`src/rtl/dac_serial_port.sv`:
```
module dac_serial_port #(
  parameter int ADDR_W   = 7,
  parameter int DATA_W   = 16,
  parameter int BUSY_CYC = 6
) (
  input  logic              clk,
  input  logic              rst_n,
  input  logic              sclk,
  input  logic              sync_n,
  input  logic              din,
  input  logic              daisy_en,
  output logic              sdo,
  output logic              sdo_oe,
  output logic              req_valid,
  output logic              req_write,
  output logic [ADDR_W-1:0] req_addr,
  output logic [DATA_W-1:0] req_data,
  input  logic [DATA_W-1:0] rd_data,
  output logic              busy
);
  localparam int FRAME = 1 + ADDR_W + DATA_W;
  localparam int CNT_W = $clog2(4 * FRAME);
  localparam int BSY_W = $clog2(BUSY_CYC + 1);

  logic [2:0] sclk_p, sync_p;
  logic [1:0] din_p;
  always_ff @(posedge clk or negedge rst_n)
    if (!rst_n) begin
      sclk_p <= '0;
      sync_p <= '1;
      din_p  <= '0;
    end else begin
      sclk_p <= {sclk_p[1:0], sclk};
      sync_p <= {sync_p[1:0], sync_n};
      din_p  <= {din_p[0], din};
    end

  wire open_f   = ~sync_p[1];
  wire sc_rise  = open_f & sclk_p[1] & ~sclk_p[2];
  wire sc_fall  = open_f & ~sclk_p[1] & sclk_p[2];
  wire fr_start = ~sync_p[1] & sync_p[2];
  wire fr_end   = sync_p[1] & ~sync_p[2];

  logic [FRAME-1:0] in_sr, out_sr, rd_word;
  logic [CNT_W-1:0] cnt;
  logic             rd_have, sdo_q;
  logic [BSY_W-1:0] bcnt;

  wire len_ok = daisy_en ? (cnt >= CNT_W'(FRAME)) : (cnt == CNT_W'(FRAME));
  wire rflag  = in_sr[FRAME-1];
  wire take   = len_ok && (in_sr != '0) && !(daisy_en && rflag);

  always_ff @(posedge clk or negedge rst_n)
    if (!rst_n) begin
      in_sr <= '0;
      cnt   <= '0;
    end else if (fr_start) begin
      cnt <= '0;
    end else if (sc_rise) begin
      in_sr <= {in_sr[FRAME-2:0], din_p[1]};
      if (cnt != '1) cnt <= cnt + 1'b1;
    end

  always_ff @(posedge clk or negedge rst_n)
    if (!rst_n) begin
      req_valid <= 1'b0;
      req_write <= 1'b0;
      req_addr  <= '0;
      req_data  <= '0;
    end else begin
      req_valid <= fr_end && take;
      if (fr_end && take) begin
        req_write <= ~rflag;
        req_addr  <= in_sr[FRAME-2:DATA_W];
        req_data  <= in_sr[DATA_W-1:0];
      end
    end

  always_ff @(posedge clk or negedge rst_n)
    if (!rst_n) begin
      rd_have <= 1'b0;
      rd_word <= '0;
      out_sr  <= '0;
      sdo_q   <= 1'b0;
    end else begin
      if (req_valid && !req_write) begin
        rd_have <= 1'b1;
        rd_word <= {1'b0, req_addr, rd_data};
      end else if (fr_start && !daisy_en) begin
        rd_have <= 1'b0;
      end
      if (fr_start && !daisy_en) begin
        sdo_q  <= rd_have & rd_word[FRAME-1];
        out_sr <= rd_have ? {rd_word[FRAME-2:0], 1'b0} : '0;
      end else if (sc_fall) begin
        sdo_q  <= daisy_en ? in_sr[FRAME-1] : out_sr[FRAME-1];
        out_sr <= {out_sr[FRAME-2:0], 1'b0};
      end
    end

  always_ff @(posedge clk or negedge rst_n)
    if (!rst_n) bcnt <= '0;
    else if (req_valid && req_write) bcnt <= BSY_W'(BUSY_CYC);
    else if (bcnt != '0) bcnt <= bcnt - 1'b1;

  assign busy   = bcnt != '0;
  assign sdo    = sdo_q;
  assign sdo_oe = open_f;

  assert_single_pulse_R2: assert property (@(posedge clk) disable iff (!rst_n)
    req_valid |=> !req_valid);
  assert_req_frame_closed_R10: assert property (@(posedge clk) disable iff (!rst_n)
    req_valid |-> !sdo_oe);
  assert_no_read_in_chain_R8: assert property (@(posedge clk) disable iff (!rst_n)
    (req_valid && !req_write) |-> !daisy_en);
  assert_busy_after_write_R9: assert property (@(posedge clk) disable iff (!rst_n)
    $rose(busy) |-> $past(req_valid && req_write));
  assert_busy_bound_R9: assert property (@(posedge clk) disable iff (!rst_n)
    bcnt <= BSY_W'(BUSY_CYC));
endmodule

```
`config.mk`:
```
export PLATFORM = sky130hd
export DESIGN_NAME = dac_serial_port
export DESIGN_NICKNAME = d
export VERILOG_FILES = /design/src/rtl/dac_serial_port.sv
export SDC_FILE = /design/constraint.sdc
export NUM_CORES = 1
export LEC_CHECK = 0
export BUFFER_PORTS_ARGS = -buffer_cell sky130_fd_sc_hd__buf_2
export CAP_MARGIN = 10
export CORE_ASPECT_RATIO = 2
export CORE_MARGIN = 3
export CORE_UTILIZATION = 58
export DETAILED_ROUTE_END_ITERATION = 6
export PLACE_DENSITY = 0.8
export RECOVER_POWER = 50
export REMOVE_ABC_BUFFERS = 1
export SETUP_SLACK_MARGIN = 0.4
export SLEW_MARGIN = 20
export SYNTH_ARGS = -nofsm -noshare
export SYNTH_HDL_FRONTEND = slang
export SYNTH_SLANG_ARGS = --single-unit
```
`constraint.sdc`:
```
create_clock -name clk -period 2.45 [get_ports clk]
set_input_delay 0.3675 -clock clk [delete_from_list [all_inputs] [get_ports clk]]
set_output_delay 0.3675 -clock clk [all_outputs]
set_load 0.1 [all_outputs]
```
After elaboration in Yosys (flattened, before gate mapping)
Index checks and enable logic that the tools add are counted.
{"block": "word_totals", "input_bits": 22, "reg_bits": 116, "out_inout_bits": 28, "elab_cells": 64}
{"block": "op_classes", "n_mux": 14, "magnitude_cmp": 1, "n_addsub": 2, "n_eq_ne": 2, "reduce_logical": 19, "n_bitwise": 12}
{"cell": "2-to-1 mux 24 bit", "n": 3}
{"cell": "nonzero test 24 bit", "n": 1}
{"cell": "2-to-1 mux 7 bit", "n": 3}
{"cell": "nonzero test 2 bit", "n": 5}
{"cell": "adder 7 x 1 -> 7 bit, second input constant", "n": 1}
{"cell": "== test 7 x 5 -> 1 bit, second input constant", "n": 1}
{"cell": ">= comparator 7 x 5 -> 1 bit, second input constant", "n": 1}
{"cell": "logical AND 1 bit", "n": 7}
{"cell": "!= test 7 bit, second input constant", "n": 1}
{"cell": "bitwise AND 1 bit", "n": 6}
{"cell": "2-to-1 mux 1 bit", "n": 6}
{"cell": "2-to-1 mux 3 bit", "n": 2}
{"cell": "inverter 1 bit", "n": 6}
{"cell": "AND reduction 2 bit", "n": 2}
{"cell": "zero test 1 bit", "n": 3}
{"cell": "nonzero test 3 bit", "n": 1}
{"cell": "subtractor 3 x 1 -> 3 bit, second input constant", "n": 1}

Depth between registers and ports, before layout
Gate-level depths: netlist of run 1.
{"block": "logic_depth", "ltp_word": 5, "depth_mapped": 6}

Worst setup path before layout of run 1
No wires, ideal clock.
{"block": "synth_timing", "kind": "flip-flop to flip-flop", "from": "register req_valid", "to": "register rd_word[16]", "setup_ns": 0.126, "stages_incl_launch_ff": 5, "synth_period_minus_slack_ns": 2.210, "slack_ns": 0.240, "t_arrival_ns": 2.084, "n_path_buf": 2, "required_time_ns": 2.324, "path_cell_list": "dfrtp_1 nor2b_1 clkbuf_1 clkbuf_1 mux2_2"}
{"block": "synth_via", "elab_chain_len": 1}
{"element": "from (decl)", "line": "14", "text": "output logic req_valid,"}
{"element": "from (signal assigned)", "line": "71", "text": "req_valid <= fr_end && take;"}
{"element": "logical AND 1 bit", "line": "86", "text": "if (req_valid && !req_write) begin"}
{"element": "to (signal assigned)", "line": "88", "text": "rd_word <= {1'b0, req_addr, rd_data};"}
{"element": "to (decl)", "line": "44", "text": "logic [FRAME-1:0] in_sr, out_sr, rd_word;"}
No other way between the ends.
A chain may end at the register's enable or synchronous reset.

Worst setup path in the final report of run 1
{"block": "layout_timing", "from": "register bcnt[0]", "to": "output busy"}
{"block": "layout_via", "elab_chain_len": 1}
{"element": "from (decl)", "line": "47", "text": "logic [BSY_W-1:0] bcnt;"}
{"element": "from (signal assigned)", "line": "103", "text": "else if (req_valid && req_write) bcnt <= BSY_W'(BUSY_CYC);"}
{"element": "from (signal assigned)", "line": "104", "text": "else if (bcnt != '0) bcnt <= bcnt - 1'b1;"}
{"element": "nonzero test 3 bit", "line": "106", "text": "assign busy = bcnt != '0;"}
{"element": "to (decl)", "line": "19", "text": "output logic busy"}
No other way between the ends.

==> results of run 1 <==
-- layer usage --
layer  vias up  part of all wire
met5         -                 0
met4         0             0.024
met3        17             0.043
met2        64              0.56
met1      1478              0.37
li1       1366                 -
-- Yosys cell counts, drive strengths merged, types with 2 or more instances --
cell type / number
nand3: 25
nand2: 8
a21oi: 9
dfrtp: 112
dfstp: 3
inv: 11
nor3b: 2
ha: 4
mux2: 70
nor2: 7
xnor2: 2
and4: 2
o21ai: 25
nor4: 6
a311oi: 2
clkbuf: 9
buf: 8
nand2b: 2
or3: 2
mux2i: 23
nor2b: 3
-- report_power, final --
part	switching (mW)	total [mW]	internal, mW	leakage (nW)
combinational	0.127	0.208	0.0812	0.946
sequential	0.0513	2.00	1.95	1.57
clock	0.812	2.65	1.84	0.316
-- logic make-up after synthesis --
family          Yosys count  share of synthesized area
flops                   115                      0.616
mux                      93                      0.218
simple gates             61                     0.0706
compound gates           43                     0.0561
buf+inv                  28                     0.0257
fa+ha+maj                 4                     0.0107
xor+xnor                  2                    0.00374
-- stage by stage --
step                hold WS (ps)   util  instances
floorplan                   71.9      -        329
global placement             332  0.655        480
detailed placement           348  0.655        480
CTS                         5.54  0.739        512
global route                52.7  0.740        512
finish                      69.6  0.740        512
-- repair_timing --
action | in CTS | in global routing
resized for setup | 1 | 5
pin swaps | 0 | 0
cloned | 0 | 0
buffers inserted | 0 | 0
setup endpoints to repair | 1 | 20
-- worst max-delay path: cells and delay by family, from the launching register on --
family / cells / cell delay [ps]
adder cells (fa/ha/maj): 1 / 190
buffers and inverters: 3 / 410
flip-flops: 1 / 350
AND/OR/NAND/NOR: 1 / 280
-- state kept, by name (all words and copies together) (netlist names), 2 cells and up --
signal    cells
in_sr        24
out_sr       23
rd_word      23
req_data     16
cnt           7
req_addr      7
bcnt          3
sclk_p        3
sync_p        3
din_p         2
-- final cells by class --
class,count,area (sq um)
Sequential cell,115,2880
Inverter,11,41.3
Clock buffer,24,502
Clock inverter,8,146
Fill cell,485,2010
Timing Repair Buffer,57,318
Multi-Input combinational cell,203,1700
Tap cell,94,118
-- how the worst max path moves through the flow --
stage                         to  cells after the start  slack (ps)
floorplan                    sdo                      3       -1150
global placement    req_data[14]                      5         510
detailed placement  req_data[15]                      5         440
CTS                         busy                      5         420
global route           in_sr[11]                      2         210
finish                      busy                      5         440
==> impl_metrics.json, run 1 <==
{
  "r2r-end": "req_data[15]",
  "drive_gt1_frac": 0.402,
  "grt_usage": 0.215,
  "status": "complete, no violations",
  "start_kind": "register",
  "grt_busiest_layer": "met2",
  "reg2reg_from": "sync_p[1]",
  "syn_to_final_growth_pct": 21.9,
  "synth_top_area_frac": 0.599,
  "crit_start": "bcnt[0]",
  "rsz0062_at_grt": "false",
  "grt_pass1_vias": 3197,
  "root_buffer": "clkbuf_16",
  "synth_ff_type": "dfrtp_1",
  "grt_pass1_wl_microns": 15400,
  "crit_slowest_cell": "dfrtp_1",
  "drtIter0Drc": 140,
  "critical_path.cell_chain": "inv_1 > ha_1 > nor2b_1 > inv_1 > buf_4",
  "crit_path_end_kind": "output port",
  "place_hpwl_microns": 5840,
  "vdd_drop_max_mv": 0.866,
  "cpPeakStageDelay_ps": 350,
  "hold_class": "input port to register",
  "grt_max_degree": 52,
  "antenna_found_initial": 0,
  "synth_edf_count": 0,
  "die-height_microns": 133,
  "diodes": 0,
  "crit_fanout": 4,
  "cts-htree-levels": 4,
  "synth_area_leaders": "dfrtp_1 (60%), mux2_2 (17%), mux2i_1 (4.9%)",
  "dr.pass1.iters": 7,
  "fp.dieW_microns": 69.5,
  "grt_use_met2": 0.380,
  "cts_hold_buf": 0,
  "cap_violations": 0,
  "fin_setup_tns_ps": 0,
  "wl_per_cell_microns": 17.7,
  "clock.fmax_ghz": 0.498,
  "hold_depth": 1,
  "gp_congestion": 0.730,
  "io_pins": 50,
  "layout_common_cells": "dfrtp_1 (112), mux2_2 (70), buf_2 (47)",
  "synth_cells": 346,
  "vias": 2925,
  "ys_seq_elements": 115,
  "nNetsFinal": 431,
  "pre_cts_ws_ps": 445,
  "final_hold_viol_count": 0,
  "cpMostUsedCell": "inv_1",
  "drc": 0,
  "cts.clk_slew.worst_paths_ps": 50,
  "dieArea_sq_um": 9250,
  "power.total_mw": 4.86,
  "yosysSeqAreaShare": 0.616,
  "cellPowerDensity_nw_per_um2": 851,
  "cts_tree": "done",
  "final_max_slew_viol_count": 0,
  "rows": 45,
  "yosysWarnings": 0,
  "fin_ws_ps": 442,
  "vias_per_cell": 5.71,
  "crit_type": "register to output port",
  "port_buffers": 49,
  "drtAntennaViolNets": 0,
  "start_util": 0.607,
  "clock_latency_ps": 400,
  "tightest_slew_ps": 1270,
  "final.period_utilization": 0.820,
  "use_met1": 0.231,
  "layout_commonest_cell": "dfrtp_1",
  "cts_buffer_depth": 2,
  "p_leak_nw": 2.83,
  "overflow": 0,
  "required_ps": 2080,
  "min-delay-start": "sync_n",
  "final_area_sq_um": 5710,
  "use_met3": 0.0662,
  "syn_avg_cell_area_sq_um": 13.5,
  "clock-sinks": 115,
  "synth_largest_area_cell": "dfrtp_1",
  "cts_buffers": 17,
  "design.core.area_sq_um": 7710,
  "relSlewSlack": 0.151,
  "totalWireLength_microns": 9040,
  "ys_types": 34,
  "finClkSkew_ps": 6.16,
  "worst-endpoint-arrival_ps": 1640,
  "min_to": "sync_p[0]",
  "min_period_ps": 2010,
  "finalSetupViolCount": 0,
  "async_reset_ff_frac": 1.00,
  "r2r_slack_ps": 490,
  "placed_area_sq_um": 5050,
  "synth_area_sq_um": 4680,
  "worstRegToRegCells": 5
}
No activity file was read; power rests on OpenSTA's default activity.
==> run 2: changes to the inputs <==
--- a/config.mk
+++ b/config.mk
@@ -5,13 +5,14 @@
 export SDC_FILE = /design/constraint.sdc
 export NUM_CORES = 1
 export LEC_CHECK = 0
+export ABC_AREA = 1
 export BUFFER_PORTS_ARGS = -buffer_cell sky130_fd_sc_hd__buf_2
 export CAP_MARGIN = 10
 export CORE_ASPECT_RATIO = 2
 export CORE_MARGIN = 3
-export CORE_UTILIZATION = 58
+export CORE_UTILIZATION = 53
 export DETAILED_ROUTE_END_ITERATION = 6
-export PLACE_DENSITY = 0.8
+export PLACE_DENSITY = 0.77
 export RECOVER_POWER = 50
 export REMOVE_ABC_BUFFERS = 1
 export SETUP_SLACK_MARGIN = 0.4
==> constraint.sdc (replaced) <==
create_clock -name clk -period 1.7 [get_ports clk]
set_input_delay 0.255 -clock clk [delete_from_list [all_inputs] [get_ports clk]]
set_output_delay 0.255 -clock clk [all_outputs]
set_load 0.1 [all_outputs]
==> run 2 against run 1 <==
Net effect: total power grew 52%; clock power rose by 25%; critical path depth is 1 higher; setup slack got worse by 400 ps; critical endpoint unchanged.
==> impl_metrics.json, run 2 <==
{
  "syn_avg_cell_area_sq_um": 9.69,
  "vias": 4718,
  "overflow": 0,
  "r2r-end": "rd_word[15]",
  "drc": 0,
  "design.core.area_sq_um": 9010,
  "grt_max_degree": 41,
  "start_kind": "register",
  "clock_latency_ps": 420,
  "rsz0062_at_grt": "true",
  "worstRegToRegCells": 3,
  "synth_edf_count": 0,
  "yosysMostFrequentCell": "nand2_1",
  "drtIter0Drc": 407,
  "hold_class": "input port to register",
  "grt_usage": 0.314,
  "final_max_slew_viol_count": 0,
  "crit_fanout": 2,
  "port_buffers": 49,
  "drtAntennaViolNets": 0,
  "n_fill_cell": 329,
  "synth_area_sq_um": 4880,
  "multi_input_area_sq_um": 2670,
  "cts_tree": "done",
  "clock.fmax_ghz": 0.604,
  "reg_top3": "in_sr: 24 flops, out_sr: 23 flops, rd_word: 23 flops",
  "io_pins": 50,
  "hold_depth": 2,
  "vdd_drop_max_mv": 0.982,
  "reg2reg_from": "req_valid",
  "r2r_slack_ps": 40,
  "yosysWarnings": 0,
  "fp.dieW_microns": 73.9,
  "relSlewSlack": 0.489,
  "tightest_slew_ps": 766,
  "dieArea_sq_um": 10500,
  "power.total_mw": 7.40,
  "layout_commonest_cell": "nand2_1",
  "synth_largest_area_cell": "dfrtp_1",
  "diodes": 0,
  "synth_top_area_frac": 0.574,
  "final.period_utilization": 0.975,
  "drive_gt1_frac": 0.571,
  "yosysSeqAreaShare": 0.590,
  "ys_seq_elements": 115,
  "clock-sinks": 115,
  "syn_to_final_growth_pct": 60.1,
  "start_util": 0.542,
  "ys_types": 30,
  "cts_buffers": 17,
  "largest_register_ffs": 24,
  "antenna_found_initial": 0,
  "place_hpwl_microns": 6760,
  "synth_cells": 504,
  "synth_area_leaders": "dfrtp_1 (57%), nand2_1 (12%), nand3_1 (9.8%)",
  "synth_ff_type": "dfrtp_1",
  "crit_path_end_kind": "output port",
  "wl_per_cell_microns": 25.0,
  "grt_pass1_wl_microns": 24200,
  "placed_area_sq_um": 5270,
  "place_inst": 643,
  "cts_buffer_depth": 2,
  "seqCellArea_sq_um": 2890,
  "fin_setup_tns_ps": 0,
  "root_buffer": "clkbuf_16",
  "min_to": "rd_word[6]",
  "cts.clk_slew.worst_paths_ps": 50,
  "worst-endpoint-arrival_ps": 1400,
  "min_period_ps": 1660,
  "p_leak_nw": 3.82,
  "regMostFlops": "in_sr",
  "final_area_sq_um": 7820,
  "cap_violations": 0,
  "die-height_microns": 142,
  "stdcell_count": 746,
  "vias_per_cell": 6.32,
  "gp_congestion": 0.822,
  "grt_pass1_vias": 4732,
  "synthTopCellsByCount": "nand2_1 (151), dfrtp_1 (112), nand3_1 (96)",
  "cts-htree-levels": 4,
  "crit_type": "register to output port",
  "rows": 49,
  "async_reset_ff_frac": 1.00,
  "layout_common_cells": "nand2_1 (108), dfrtp_1 (105), nand3_2 (65)",
  "cellPowerDensity_nw_per_um2": 947,
  "finalSetupViolCount": 0,
  "min-delay-start": "rd_data[6]",
  "required_ps": 1440,
  "fin_hold_ws_ps": 71.6,
  "nNetsFinal": 660,
  "dr.pass1.iters": 5,
  "totalWireLength_microns": 18700,
  "status": "complete, no violations",
  "final_hold_viol_count": 0,
  "finClkSkew_ps": 6.37
}
==> run 2: cell types whose count changed after synthesis, moves of 13 or more <==
cell | previous run | this run
mux2_2 | 70 | 23
mux2i_1 | 23 | 0
nand2_1 | 8 | 151
nand2_2 | 0 | 13
nand3_1 | 25 | 96
nor2_1 | 6 | 26
o21ai_0 | 25 | 5
==> run 2: metal layers <==
metal	vias up	GRT usage	part of all wire
met1	2339	0.315	0.32
met2	334	0.547	0.54
met3	128	0.0830	0.071
met5	-	0	0
met4	0	0.208	0.075
li1	1917	-	-
==> run 2: worst max-delay path by stage <==
| stage | start | endpoint | slack, ps |
|---|---|---|---|
| 6_report | bcnt[1] | busy | 40 |
| 2_1_floorplan | req_valid | rd_word[0] | -450 |
| 3_5_place_dp | cnt[0] | req_data[9] | 140 |
| 4_1_cts | bcnt[1] | busy | 70 |
| 5_1_grt | bcnt[1] | busy | -9 |
| 3_3_place_gp | sync_p[2] | out_sr[1] | 160 |
==> run 2: repair_timing <==
action / CTS / global route
setup endpoints to repair: 109 / 99
gates resized for setup: 209 / 138
hold buffers: 4 / 0
cloned: 13 / 4
pin swaps: 56 / 48
buffers inserted: 34 / 19
endpoints found under the hold margin: 28 / 0
==> run 2: kinds of logic (layout without fill, tap and decap cells) <==
| logic type | count (synthesis) | count (layout) | synth area share |
|---|---|---|---|
| buf+inv | 45 | 180 | 0.0438 |
| compound gates | 18 | 18 | 0.0218 |
| flops | 115 | 115 | 0.590 |
| simple gates | 296 | 301 | 0.275 |
| xor+xnor | 3 | 3 | 0.00538 |
| fa+ha+maj | 4 | 4 | 0.0103 |
| mux | 23 | 23 | 0.0531 |
==> run 2: critical path, cell delays in order, from the launching register on <==
cell and delay [ps]:
dfrtp_1 390, inv_2 100, ha_4 140, inv_2 40, nor2_4 90, inv_2 60
buf_12 160
==> run 2: power breakdown <==
part | leakage, nW | internal, mW | switching, mW
logic | 2.03 | 0.355 | 0.592
registers | 1.51 | 2.92 | 0.226
clock network | 0.273 | 2.10 | 1.21
total | 3.82 | 5.37 | 2.03
==> run 2: stage by stage <==
step / utilization / setup WS [ps]
6_report: 0.868 / 43.2
4_1_cts: 0.785 / 74.6
2_1_floorplan: - / -448
5_1_grt: 0.868 / -9.21
3_5_place_dp: 0.585 / 136
3_3_place_gp: 0.585 / 164
==> run 2: final cells by class <==
type / instances / share of cell area
inverter: 23 / 0.0178
sequential: 115 / 0.370
clock inverter: 4 / 0.00288
clock buffer: 25 / 0.0672
multi-input combinational: 349 / 0.341
timing repair inverter: 7 / 0.0104
tap: 102 / 0.0163
timing repair buffer: 121 / 0.175
==> run 3: changes to the inputs <==
--- a/config.mk
+++ b/config.mk
@@ -9,7 +9,6 @@
 export BUFFER_PORTS_ARGS = -buffer_cell sky130_fd_sc_hd__buf_2
 export CAP_MARGIN = 10
 export CORE_ASPECT_RATIO = 2
-export CORE_MARGIN = 3
 export CORE_UTILIZATION = 53
 export DETAILED_ROUTE_END_ITERATION = 6
 export PLACE_DENSITY = 0.77
==> run 3 against run 2 <==
Net effect: the run now ends with setup timing left; critical path depth is 2 higher; first-iteration DRC count up 26%; clock power increased by 4%; flip-flop and latch count stayed put; register-to-register slack got worse by 90 ps; critical path type is now register to register; largest power group unchanged.
==> impl_metrics.json, run 3 (synthesis results as in run 2) <==
{
  "status": "finished, violations left",
  "violations": "setup timing",
  "cts_buffer_depth": 2,
  "tightest_slew_ps": 869,
  "crit_path_end_kind": "register",
  "start_util": 0.545,
  "cpPeakStageDelay_ps": 450,
  "clock_latency_ps": 440,
  "cellPowerDensity_nw_per_um2": 920,
  "drc": 0,
  "drtIter0Drc": 511,
  "root_buffer": "clkbuf_16",
  "finalSetupViolCount": 8,
  "required_ps": 2010,
  "layout_common_cells": "dfrtp_1 (101), nand2_2 (61), nand3_1 (55)",
  "largest_register_ffs": 24,
  "place_hpwl_microns": 6780,
  "reg_top3": "in_sr: 24 flops, out_sr: 23 flops, rd_word: 23 flops",
  "start_kind": "register",
  "syn_to_final_growth_pct": 71.7,
  "rows": 49,
  "rsz0062_at_grt": "true",
  "min_period_ps": 1750,
  "vias": 5240,
  "crit_type": "register to register",
  "grt_max_degree": 33,
  "overflow": 0,
  "dr.pass1.iters": 5,
  "design.core.area_sq_um": 8950,
  "fin_ws_ps": -45.7,
  "antenna_found_initial": 0,
  "port_buffers": 49,
  "worst-endpoint-arrival_ps": 2050,
  "drtAntennaViolNets": 0,
  "vdd_drop_max_mv": 1.01,
  "grt_pass1_wl_microns": 26600,
  "diodes": 0,
  "use_met1": 0.412,
  "nNetsFinal": 686,
  "use_met3": 0.0878,
  "die-height_microns": 138,
  "p_leak_nw": 4.15,
  "grt_use_met2": 0.644,
  "final_hold_viol_count": 0,
  "drive_gt1_frac": 0.624,
  "hold_class": "input port to register",
  "io_pins": 50,
  "grt_busiest_layer": "met2",
  "gp_congestion": 0.798,
  "fp.dieW_microns": 69.9,
  "crit_slowest_cell": "dfrtp_1",
  "layout_commonest_cell": "dfrtp_1",
  "regMostFlops": "in_sr",
  "finClkSkew_ps": 22.5,
  "wl_per_cell_microns": 29.2,
  "relSlewSlack": 0.420,
  "cts_tree": "done",
  "vias_per_cell": 6.76,
  "dieArea_sq_um": 9620,
  "critical_path.cell_chain": "nand2_1 > nand2_2 > nand3_4 > nor2_8 > buf_12 > nand2_8 > nand2_2 > nand2_1",
  "cts-htree-levels": 4,
  "fin_setup_tns_ps": -117,
  "clock-sinks": 115,
  "crit_fanout": 7,
  "final.period_utilization": 1.03,
  "cap_violations": 0,
  "cts_buffers": 17,
  "finish.utilization": 0.937,
  "grt_usage": 0.377,
  "totalWireLength_microns": 22600,
  "final_max_slew_viol_count": 0,
  "cts.clk_slew.worst_paths_ps": 60,
  "grt_pass1_vias": 4908,
  "clock.fmax_ghz": 0.573
}
-- run 3: changes by cell type in the layout (fill, tap and decap cells not counted), sizes merged --
| cell | before | now |
|---|---|---|
| bufinv | 0 | 1 |
| clkinv | 6 | 9 |
| clkinvlp | 4 | 2 |
| nand2 | 170 | 168 |
| buf | 112 | 143 |
| clkbuf | 30 | 28 |
-- run 3: power by group --
group / total (mW) / internal, mW / leakage [nW] / switching [mW]
sequential: 3.18 / 2.92 / 1.50 / 0.267
clock: 3.43 / 2.07 / 0.269 / 1.36
combinational: 1.09 / 0.454 / 2.38 / 0.641
total: 7.71 / 5.44 / 4.15 / 2.27
-- run 3: timing repair --
item	in CTS	in global routing
hold endpoints to repair	28	0
hold buffers	4	0
gates cloned	15	1
setup endpoints to repair	108	132
pin swaps	41	31
setup buffers	44	30
resized for setup	257	165
-- run 3: worst max-delay path: cells and delay by family (launching register included) --
family        cells  cell delay, ps
simple gates      7             980
flops             1             450
buf+inv           1             190
-- run 3: path summary, 6_finish.rpt --
check / slack (ps) / to / from / cells after the start
min in group asynchronous: 480 / in_sr[19] / rst_n / 2
max: -50 / req_data[1] / cnt[3] / 8
min: 60 / rd_word[0] / rd_data[0] / 2
max reg2reg: -50 / req_data[1] / cnt[3] / 8
max in group asynchronous: 210 / out_sr[7] / rst_n / 3
min reg2reg: 360 / sync_p[1] / sync_p[0] / 0
-- run 3: layout make-up --
class	instances	area [sq um]
Sequential cell	115	2900
Multi-Input combinational cell	347	2750
Timing Repair Buffer	153	1900
Fill cell	245	568
Clock buffer	22	464
Inverter	23	129
Tap cell	102	128
Clock inverter	10	83.8
Timing Repair inverter	3	33.8
-- run 3: per-stage QoR --
step           hold WS [ps]  cells  cell area, sq um  setup WS [ps]  power, mW
2_1_floorplan         -40.6    482              4750           -448       3.40
3_3_place_gp            206    649              5320            212       3.60
3_5_place_dp            212    649              5320            145       3.63
4_1_cts                66.0    744              7550           63.3       7.19
5_1_grt                52.3    775              8380           -135       7.89
6_report               64.3    775              8380          -45.7       7.71
-- run 3: metal layers --
| layer | vias to the layer above | wire [microns] | share of wire |
|---|---|---|---|
| li1 | 1975 | - | - |
| met1 | 2543 | 6960 | 0.31 |
| met2 | 500 | 11200 | 0.49 |
| met3 | 222 | 1980 | 0.088 |
| met4 | 0 | 2480 | 0.11 |
| met5 | - | 0 | 0 |
